**src/rtl/i2c_reg16_pkg.sv**
```systemverilog
package i2c_reg16_pkg;
  localparam int BYTE_W = 8;
  localparam int PTR_W  = BYTE_W + 1;

  typedef enum logic [2:0] {
    ST_IDLE, ST_RX, ST_RX_ACK, ST_TX, ST_TX_ACK, ST_WAIT
  } bus_state_e;

  typedef enum logic [1:0] {
    BK_DEV, BK_REG, BK_DATA
  } byte_kind_e;

  localparam logic [7:0] A_VOLT_HI = 8'h02;
  localparam logic [7:0] A_VOLT_LO = 8'h03;
  localparam logic [7:0] A_CHG_HI  = 8'h04;
  localparam logic [7:0] A_CHG_LO  = 8'h05;
  localparam logic [7:0] A_QS_LO   = 8'h07;
  localparam logic [7:0] A_VER_HI  = 8'h08;
  localparam logic [7:0] A_VER_LO  = 8'h09;
  localparam logic [7:0] A_CFG_HI  = 8'h0C;
  localparam logic [7:0] A_CFG_LO  = 8'h0D;
  localparam logic [7:0] A_RST_LO  = 8'hFF;
  localparam logic [7:0] A_WR_LAST = 8'h4F;

  localparam logic [15:0] QS_WORD  = 16'h4000;
  localparam logic [15:0] RST_WORD = 16'h5400;
  localparam int CFG_LOCK_BIT = 5;
endpackage

```
**src/rtl/i2c_line_sync.sv**
```systemverilog
module i2c_line_sync #(
  parameter int STAGES = 2
) (
  input  logic clk,
  input  logic rst_n,
  input  logic scl_i,
  input  logic sda_i,
  output logic sda_o,
  output logic scl_rise_o,
  output logic scl_fall_o,
  output logic start_o,
  output logic stop_o
);
  localparam int LINES = 2;

  logic [LINES-1:0] raw;
  logic [LINES-1:0] cur;
  logic [LINES-1:0] prv;

  assign raw = {sda_i, scl_i};

  for (genvar g = 0; g < LINES; g++) begin : g_line
    logic [STAGES:0] pipe_q;
    always_ff @(posedge clk or negedge rst_n) begin
      if (!rst_n) pipe_q <= '1;
      else        pipe_q <= {pipe_q[STAGES-1:0], raw[g]};
    end
    assign cur[g] = pipe_q[STAGES-1];
    assign prv[g] = pipe_q[STAGES];
  end

  assign sda_o      = cur[1];
  assign scl_rise_o = cur[0] & ~prv[0];
  assign scl_fall_o = ~cur[0] & prv[0];
  assign start_o    = cur[0] & prv[0] & prv[1] & ~cur[1];
  assign stop_o     = cur[0] & prv[0] & ~prv[1] & cur[1];
endmodule

```
**src/rtl/i2c_reg16_engine.sv**
```systemverilog
module i2c_reg16_engine
  import i2c_reg16_pkg::*;
#(
  parameter logic [6:0] DEV_ADDR = 7'h36
) (
  input  logic             clk,
  input  logic             rst_n,
  input  logic             sda_q,
  input  logic             scl_rise,
  input  logic             scl_fall,
  input  logic             start_det,
  input  logic             stop_det,
  input  logic [7:0]       rd_byte,
  input  logic             por_hit,
  output logic             byte_stb,
  output logic [7:0]       byte_addr,
  output logic [7:0]       byte_data,
  output logic             byte_ok,
  output logic             frame_clr,
  output logic [PTR_W-1:0] rd_ptr,
  output logic             sda_oe
);
  bus_state_e state_q, state_d;
  byte_kind_e kind_q, kind_d;
  logic             rw_q, rw_d;
  logic [3:0]       cnt_q, cnt_d;
  logic [7:0]       sh_q, sh_d;
  logic [7:0]       tx_q, tx_d;
  logic             oe_q, oe_d;
  logic             mack_q, mack_d;
  logic [PTR_W-1:0] ptr_q, ptr_d;
  logic             blk_q, blk_d;
  logic             eval;

  function automatic logic [PTR_W-1:0] bump(input logic [PTR_W-1:0] p);
    return p[PTR_W-1] ? p : p + 1'b1;
  endfunction

  assign eval      = (state_q == ST_RX) && scl_fall && (cnt_q == 4'd8);
  assign byte_stb  = eval && (kind_q == BK_DATA);
  assign byte_addr = ptr_q[7:0];
  assign byte_data = sh_q;
  assign byte_ok   = ~blk_q & ~ptr_q[PTR_W-1];
  assign frame_clr = start_det | stop_det;
  assign rd_ptr    = ptr_q;
  assign sda_oe    = oe_q;

  always_comb begin
    state_d = state_q; kind_d = kind_q; rw_d = rw_q; cnt_d = cnt_q;
    sh_d = sh_q; tx_d = tx_q; oe_d = oe_q; mack_d = mack_q;
    ptr_d = ptr_q; blk_d = blk_q;
    if (start_det) begin
      state_d = ST_RX; kind_d = BK_DEV; cnt_d = '0; oe_d = 1'b0;
    end else if (stop_det) begin
      state_d = ST_IDLE; oe_d = 1'b0;
    end else begin
      case (state_q)
        ST_RX: begin
          if (scl_rise && cnt_q != 4'd8) begin
            sh_d  = {sh_q[6:0], sda_q};
            cnt_d = cnt_q + 4'd1;
          end
          if (eval) begin
            case (kind_q)
              BK_DEV: begin
                if (sh_q[7:1] == DEV_ADDR) begin
                  rw_d = sh_q[0]; oe_d = 1'b1; state_d = ST_RX_ACK;
                end else begin
                  state_d = ST_WAIT;
                end
              end
              BK_REG: begin
                ptr_d = {1'b0, sh_q}; blk_d = 1'b0;
                oe_d = 1'b1; state_d = ST_RX_ACK;
              end
              default: begin
                if (por_hit) begin
                  state_d = ST_IDLE; oe_d = 1'b0; ptr_d = '0; blk_d = 1'b0;
                end else begin
                  if (ptr_q == {1'b0, A_WR_LAST}) blk_d = 1'b1;
                  ptr_d = bump(ptr_q);
                  oe_d = 1'b1; state_d = ST_RX_ACK;
                end
              end
            endcase
          end
        end
        ST_RX_ACK: begin
          if (scl_fall) begin
            cnt_d = '0;
            if (kind_q == BK_DEV && rw_q) begin
              state_d = ST_TX; tx_d = rd_byte; oe_d = ~rd_byte[7];
            end else begin
              oe_d = 1'b0; state_d = ST_RX;
              kind_d = (kind_q == BK_DEV) ? BK_REG : BK_DATA;
            end
          end
        end
        ST_TX: begin
          if (scl_fall) begin
            if (cnt_q == 4'd7) begin
              oe_d = 1'b0; state_d = ST_TX_ACK; ptr_d = bump(ptr_q);
            end else begin
              cnt_d = cnt_q + 4'd1;
              tx_d  = {tx_q[6:0], 1'b0};
              oe_d  = ~tx_q[6];
            end
          end
        end
        ST_TX_ACK: begin
          if (scl_rise) mack_d = ~sda_q;
          if (scl_fall) begin
            if (mack_q) begin
              state_d = ST_TX; cnt_d = '0; tx_d = rd_byte; oe_d = ~rd_byte[7];
            end else begin
              state_d = ST_WAIT;
            end
          end
        end
        default: ;
      endcase
    end
  end

  always_ff @(posedge clk or negedge rst_n) begin
    if (!rst_n) begin
      state_q <= ST_IDLE; kind_q <= BK_DEV; rw_q <= 1'b0; cnt_q <= '0;
      sh_q <= '0; tx_q <= '0; oe_q <= 1'b0; mack_q <= 1'b0;
      ptr_q <= '0; blk_q <= 1'b0;
    end else begin
      state_q <= state_d; kind_q <= kind_d; rw_q <= rw_d; cnt_q <= cnt_d;
      sh_q <= sh_d; tx_q <= tx_d; oe_q <= oe_d; mack_q <= mack_d;
      ptr_q <= ptr_d; blk_q <= blk_d;
    end
  end

  // the magic reset word gets no acknowledge and leaves the engine idle
  assert_reset_nak_R9: assert property (@(posedge clk) disable iff (!rst_n)
    por_hit |=> (state_q == ST_IDLE && !sda_oe));

  // SDA is only ever pulled during an acknowledge slot or a data send
  assert_drive_phase_R1: assert property (@(posedge clk) disable iff (!rst_n)
    sda_oe |-> (state_q == ST_RX_ACK || state_q == ST_TX));

  // a controller NAK ends the read with SDA released
  assert_nak_release_R10: assert property (@(posedge clk) disable iff (!rst_n)
    (state_q == ST_TX_ACK && scl_fall && !mack_q) |=> (state_q == ST_WAIT && !sda_oe));

  // no drive while idle
  assert_idle_quiet_R11: assert property (@(posedge clk) disable iff (!rst_n)
    (state_q == ST_IDLE) |-> !sda_oe);
endmodule

```
**src/rtl/i2c_reg16_regfile.sv**
```systemverilog
module i2c_reg16_regfile
  import i2c_reg16_pkg::*;
#(
  parameter int          VCELL_W   = 12,
  parameter logic [15:0] CFG_RESET = 16'h971C,
  parameter logic [15:0] VERSION   = 16'h0012
) (
  input  logic               clk,
  input  logic               rst_n,
  input  logic               byte_stb,
  input  logic [7:0]         byte_addr,
  input  logic [7:0]         byte_data,
  input  logic               byte_ok,
  input  logic               frame_clr,
  input  logic [PTR_W-1:0]   rd_ptr,
  input  logic [VCELL_W-1:0] vcell_i,
  input  logic [15:0]        soc_i,
  output logic [7:0]         rd_byte,
  output logic               por_hit,
  output logic [15:0]        config_o,
  output logic               qstart_o,
  output logic               soft_reset_o
);
  localparam int PAD_W = 16 - VCELL_W;

  logic [7:0]  hi_q, hi_d;
  logic        hv_q, hv_d;
  logic [15:0] cfg_q, cfg_d;
  logic        qs_q, rs_q;
  logic        commit, qs_hit, cfg_we;
  logic [15:0] word, volt_word;

  assign volt_word = {vcell_i, {PAD_W{1'b0}}};
  assign commit    = byte_stb & byte_ok & byte_addr[0] & hv_q;
  assign word      = {hi_q, byte_data};
  assign por_hit   = commit && (byte_addr == A_RST_LO) && (word == RST_WORD);
  assign qs_hit    = commit && (byte_addr == A_QS_LO) && (word == QS_WORD);
  assign cfg_we    = commit && (byte_addr == A_CFG_LO);

  always_comb begin
    hi_d = hi_q;
    hv_d = hv_q;
    if (frame_clr || por_hit) begin
      hv_d = 1'b0;
    end else if (byte_stb) begin
      if (!byte_addr[0]) begin
        hi_d = byte_data;
        hv_d = byte_ok;
      end else begin
        hv_d = 1'b0;
      end
    end
    cfg_d = cfg_q;
    if (por_hit) begin
      cfg_d = CFG_RESET;
    end else if (cfg_we) begin
      cfg_d = word;
      cfg_d[CFG_LOCK_BIT] = cfg_q[CFG_LOCK_BIT];
    end
  end

  always_comb begin
    rd_byte = 8'h00;
    if (rd_ptr[PTR_W-1]) begin
      rd_byte = 8'hFF;
    end else begin
      case (rd_ptr[7:0])
        A_VOLT_HI: rd_byte = volt_word[15:8];
        A_VOLT_LO: rd_byte = volt_word[7:0];
        A_CHG_HI:  rd_byte = soc_i[15:8];
        A_CHG_LO:  rd_byte = soc_i[7:0];
        A_VER_HI:  rd_byte = VERSION[15:8];
        A_VER_LO:  rd_byte = VERSION[7:0];
        A_CFG_HI:  rd_byte = cfg_q[15:8];
        A_CFG_LO:  rd_byte = cfg_q[7:0];
        default:   rd_byte = 8'h00;
      endcase
    end
  end

  always_ff @(posedge clk or negedge rst_n) begin
    if (!rst_n) begin
      hi_q <= '0; hv_q <= 1'b0; cfg_q <= CFG_RESET; qs_q <= 1'b0; rs_q <= 1'b0;
    end else begin
      hi_q <= hi_d; hv_q <= hv_d; cfg_q <= cfg_d; qs_q <= qs_hit; rs_q <= por_hit;
    end
  end

  assign config_o     = cfg_q;
  assign qstart_o     = qs_q;
  assign soft_reset_o = rs_q;

  // quick-start and full reset never fire together
  assert_pulse_excl_R8: assert property (@(posedge clk) disable iff (!rst_n)
    $onehot0({qs_q, rs_q}));

  // a completed magic word at the quick-start location yields the pulse next cycle
  assert_qstart_follow_R8: assert property (@(posedge clk) disable iff (!rst_n)
    qs_hit |=> qs_q);

  // the reset pulse coincides with the restored configuration
  assert_reset_restores_R9: assert property (@(posedge clk) disable iff (!rst_n)
    rs_q |-> (cfg_q == CFG_RESET));

  // the locked configuration bit never moves
  assert_lock_bit_R3: assert property (@(posedge clk) disable iff (!rst_n)
    cfg_q[CFG_LOCK_BIT] == CFG_RESET[CFG_LOCK_BIT]);

  // the configuration changes only on a whole-word commit or a reset command
  assert_word_commit_R4: assert property (@(posedge clk) disable iff (!rst_n)
    !(cfg_we || por_hit) |=> $stable(cfg_q));
endmodule

```
**src/rtl/i2c_reg16_slave.sv**
```systemverilog
module i2c_reg16_slave
  import i2c_reg16_pkg::*;
#(
  parameter logic [6:0]  DEV_ADDR    = 7'h36,
  parameter logic [15:0] CFG_RESET   = 16'h971C,
  parameter logic [15:0] VERSION     = 16'h0012,
  parameter int          VCELL_W     = 12,
  parameter int          SYNC_STAGES = 2
) (
  input  logic               clk,
  input  logic               rst_n,
  input  logic               scl_i,
  input  logic               sda_i,
  output logic               sda_oe_o,
  input  logic [VCELL_W-1:0] vcell_i,
  input  logic [15:0]        soc_i,
  output logic [15:0]        config_o,
  output logic               qstart_o,
  output logic               soft_reset_o
);
  logic [1:0]       rst_pipe_q;
  logic             core_rst_n;
  logic             sda_q, scl_rise, scl_fall, start_det, stop_det;
  logic             byte_stb, byte_ok, frame_clr, por_hit;
  logic [7:0]       byte_addr, byte_data, rd_byte;
  logic [PTR_W-1:0] rd_ptr;

  always_ff @(posedge clk or negedge rst_n) begin
    if (!rst_n) rst_pipe_q <= '0;
    else        rst_pipe_q <= {rst_pipe_q[0], 1'b1};
  end
  assign core_rst_n = rst_pipe_q[1];

  i2c_line_sync #(.STAGES(SYNC_STAGES)) u_sync (
    .clk(clk), .rst_n(core_rst_n), .scl_i(scl_i), .sda_i(sda_i),
    .sda_o(sda_q), .scl_rise_o(scl_rise), .scl_fall_o(scl_fall),
    .start_o(start_det), .stop_o(stop_det)
  );

  i2c_reg16_engine #(.DEV_ADDR(DEV_ADDR)) u_engine (
    .clk(clk), .rst_n(core_rst_n), .sda_q(sda_q),
    .scl_rise(scl_rise), .scl_fall(scl_fall),
    .start_det(start_det), .stop_det(stop_det),
    .rd_byte(rd_byte), .por_hit(por_hit),
    .byte_stb(byte_stb), .byte_addr(byte_addr), .byte_data(byte_data),
    .byte_ok(byte_ok), .frame_clr(frame_clr), .rd_ptr(rd_ptr),
    .sda_oe(sda_oe_o)
  );

  i2c_reg16_regfile #(
    .VCELL_W(VCELL_W), .CFG_RESET(CFG_RESET), .VERSION(VERSION)
  ) u_regs (
    .clk(clk), .rst_n(core_rst_n),
    .byte_stb(byte_stb), .byte_addr(byte_addr), .byte_data(byte_data),
    .byte_ok(byte_ok), .frame_clr(frame_clr), .rd_ptr(rd_ptr),
    .vcell_i(vcell_i), .soc_i(soc_i),
    .rd_byte(rd_byte), .por_hit(por_hit), .config_o(config_o),
    .qstart_o(qstart_o), .soft_reset_o(soft_reset_o)
  );
endmodule

```
**config.mk**
```make
export PLATFORM = sky130hd
export DESIGN_NAME = i2c_reg16_slave
export DESIGN_NICKNAME = d
export VERILOG_FILES = /design/src/rtl/i2c_reg16_pkg.sv /design/src/rtl/i2c_line_sync.sv /design/src/rtl/i2c_reg16_engine.sv /design/src/rtl/i2c_reg16_regfile.sv /design/src/rtl/i2c_reg16_slave.sv
export SDC_FILE = /design/constraint.sdc
export NUM_CORES = 1
export LEC_CHECK = 0
export BUFFER_PORTS_ARGS = -buffer_cell sky130_fd_sc_hd__buf_2
export CAP_MARGIN = 10
export CORE_UTILIZATION = 45
export CTS_CLUSTER_DIAMETER = 100
export DETAILED_ROUTE_END_ITERATION = 6
export GPL_TIMING_DRIVEN = 0
export PLACE_DENSITY = 0.7
export SYNTH_ARGS = -nofsm -noshare
export SYNTH_HDL_FRONTEND = slang
export SYNTH_SLANG_ARGS = --single-unit
```
**constraint.sdc**
```tcl
create_clock -name clk -period 5.8 [get_ports clk]
set_input_delay 0.29 -clock clk [delete_from_list [all_inputs] [get_ports clk]]
set_output_delay 0.29 -clock clk [all_outputs]
set_load 0.05 [all_outputs]
```
==> qor.txt <==
status = finished, final reports clean
GRT overflow = 0
number of diodes = 0
FF+latch count, synth = 71
total track usage = 0.226
DRT Pass-1 Iters = 5
CP Capture Type = flip-flop
DR WL/cell = 17.0 um
Max Clock Freq = 378 MHz
Synth cell types = 66
RSZ-0062 raised after global routing = false
crit path kind = reg -> reg
Avg Synthesized Cell Area = 9.41 um2
register area share after synthesis = 0.443
drt initial violations = 411
clock tree buffer depth = 2
cells after synthesis = 430
H-tree depth = 3
Mapped Area = 4050 um2
# setup viols final = 0
xor and xnor fraction of the mapped netlist area = 0.00216
leakage = 2.11 nW
vias in the first global route = 3360
global-route wire length before repair = 17000 um
final wirelength = 10300 um
top-count cell post-synth = dfrtp_1
clock latency on the worst-skew pair = 0.35 ns
Finished Cell Area = 4670 um2
compound-gate portion of the synthesized area = 0.197
area grow syn2layout = 15.3%
Slew HR = 0.418
largest family of logic cells by synthesized area = simple AND/OR/NAND/NOR gates
antenna violation net count after detailed routing = 0
Die Y = 96.8 um
Tightest Pin Transition = 0.872 ns
fillers = 787
Max VDD drop = 139 uV
Synth Flop Type = dfrtp_1
WP data required = 6.02 ns
routed length on met3 = 511 um
worst min path class = in -> reg
critical path launch point type = flip-flop
setup_tns = 0 ns
syn_nets = 468
warnings from Yosys = 0
Root Driver = clkbuf_8
Synth Area in Simple Gates = 0.215
EDFF count, synth = 0
top-area cell type share of the netlist area = 0.352
Register Area = 1800 um2
die area = 9380 um2
adder-cell share of the synthesized area = 0.0185
Synth top cells by count = 57 x dfrtp_1, 51 x nand2_1, 39 x nor2_1
Multi-input gate area = 2060 um2
Clock transition at path regs = 0.08 ns
initial antenna violation count = 0
total CTS buffers = 9
Chip Width = 96.8 um
post-synth top area cell = dfrtp_1
post-cts resize count = 0
Max Cap Viol = 0
Port Buf Inserts = 49
Post-synth ARST share = 1.00
post-route minimum period = 2.64 ns
clock sinks = 71
CTS tree = yes
share of layout cells above drive strength 1 = 0.252
DRT met1 WL = 4900 um
synth top area cells = dfrtp_1 35%, dfstp_2 9.1%, nand2_1 4.7%
met2 wire len = 4690 um
Power per Cell Area = 220 nW/um2
largest net degree at the start of global routing = 70
DP Area = 4430 um2
routability cong. = 0.917
max-slew violations = 0
post-CTS setup buffer count = 0
Critical Path AT = 2.87 ns
Worst Skew = 0.00808 ns
Post-CTS Hold Buffers = 1
nets@finish = 529
row count = 34
Initial Util = 0.464
crit path max fanout = 10
fin crit share = 0.456
DR top layer = met4
# DRC = 0
Fin. Hold Viols = 0
Avg Vias per Cell = 5.99
Post-DP HPWL = 7440 um
I/O pin total = 51
vias post-DR = 3620
core area = 8720 um2
post-synthesis mux area share = 0.0745
==> through the flow <==
step / util / worst slack [ns] / hold WS (ns) / instances / power [mW]
final: 0.535 / 3.16 / 0.0305 / 604 / 1.03
after global routing: 0.535 / 2.93 / 0.0182 / 604 / 1.06
after CTS: 0.535 / 3.19 / 0.0217 / 604 / 1.03
after detailed placement: 0.508 / 3.21 / 0.0767 / 587 / 0.584
after global placement: 0.508 / 2.87 / 0.0748 / 587 / 0.583
after floorplan: - / 3.70 / -0.00559 / 430 / 0.560
==> path summary, 6_finish.rpt <==
| kind | from | to | slack (ns) | cells past startpoint |
|---|---|---|---|---|
| max | u_engine.rd_ptr[0] | u_engine.rd_ptr[5] | 3.16 | 8 |
| max in group asynchronous | rst_pipe_q[1] | u_engine.rd_ptr[5] | 4.78 | 0 |
| max reg2reg | u_engine.rd_ptr[0] | u_engine.rd_ptr[5] | 3.16 | 8 |
| min reg2reg | rst_pipe_q[0] | rst_pipe_q[1] | 0.36 | 0 |
| min in group asynchronous | rst_n | rst_pipe_q[1] | 0.25 | 2 |
| min | sda_i | u_sync.g_line[1].pipe_q[0] | 0.03 | 1 |
==> worst max-delay path, cell delays in order, from the launching register on <==
cell and delay [ns]:
dfrtp_1 0.52, ha_1 0.37, nand3_1 0.19, or3_1 0.45, nor4_4 0.21, buf_2 0.32
nor2_1 0.14, a32oi_1 0.22, o21ai_0 0.10
==> power breakdown <==
part / switching (mW) / leakage (nW) / internal, mW / total [mW]
Combinational: 0.0230 / 1.09 / 0.0229 / 0.0459
Sequential: 0.0227 / 0.918 / 0.507 / 0.529
Clock: 0.206 / 0.107 / 0.247 / 0.453
==> registers in the layout, summed over array words and instances (netlist names) <==
register	count
u_engine.state_q	3
u_regs.config_o	15
u_engine.rw_q	1
u_engine.kind_q	2
u_sync.g_line.pipe_q	6
u_engine.mack_q	1
u_engine.tx_q	7
u_engine.cnt_q	4
u_engine.byte_data	8
u_engine.blk_q	1
u_engine.rd_ptr	9
rst_pipe_q	2
u_regs.hi_q	8
u_regs.soft_reset_o	1
u_regs.hv_q	1
u_regs.qstart_o	1
u_engine.sda_oe	1
==> cell families (layout without fill, tap and decap cells) <==
family	count (synthesis)	count (layout)
adders and majority gates	6	6
AOI/OAI and AO/OA	118	118
muxes	28	28
and+or+nand+nor	162	162
other	2	2
DFF	71	71
xor gates and xnor gates	1	1
buffers and inverters	42	108
==> cell usage in the layout, fill, tap and decap left out, types with 3 or more instances in the layout <==
| cell | count |
|---|---|
| clkbuf_8 | 9 |
| inv_1 | 15 |
| o41ai_1 | 3 |
| or3_1 | 3 |
| nor4_1 | 5 |
| o22ai_1 | 7 |
| o21ai_0 | 36 |
| and3_1 | 3 |
| clkbuf_1 | 9 |
| mux2i_1 | 11 |
| nand3_1 | 12 |
| nand2_1 | 51 |
| and3b_1 | 3 |
| ha_1 | 6 |
| a31oi_1 | 4 |
| nor2b_1 | 4 |
| dfstp_2 | 14 |
| nor4_4 | 3 |
| inv_6 | 3 |
| o21ai_1 | 3 |
| nor3_1 | 10 |
| buf_2 | 59 |
| a211o_1 | 5 |
| a22oi_1 | 9 |
| nand2b_1 | 6 |
| mux2_2 | 17 |
| a22o_1 | 3 |
| nand3b_1 | 3 |
| buf_4 | 4 |
| o31ai_1 | 9 |
| a32oi_1 | 5 |
| nor2_1 | 39 |
| a21oi_1 | 15 |
| nand4_1 | 5 |
| dfrtp_1 | 56 |
==> layer usage <==
metal  track usage  vias to the layer above
li1              -                     1702
met1         0.334                     1783
met2         0.333                      114
met3        0.0347                       21
met4        0.0827                        0
met5             0                        -
==> cell type report <==
type / instances / share of cell area
inverters: 15 / 0.0121
clock buffers: 9 / 0.0265
well taps: 108 / 0.0290
flip-flops and latches: 71 / 0.385
clock inverters: 7 / 0.0217
multi-input cells: 317 / 0.441
plain buffers: 27 / 0.0295
repair buffers: 50 / 0.0547
Power figures use the tool's default switching activity.
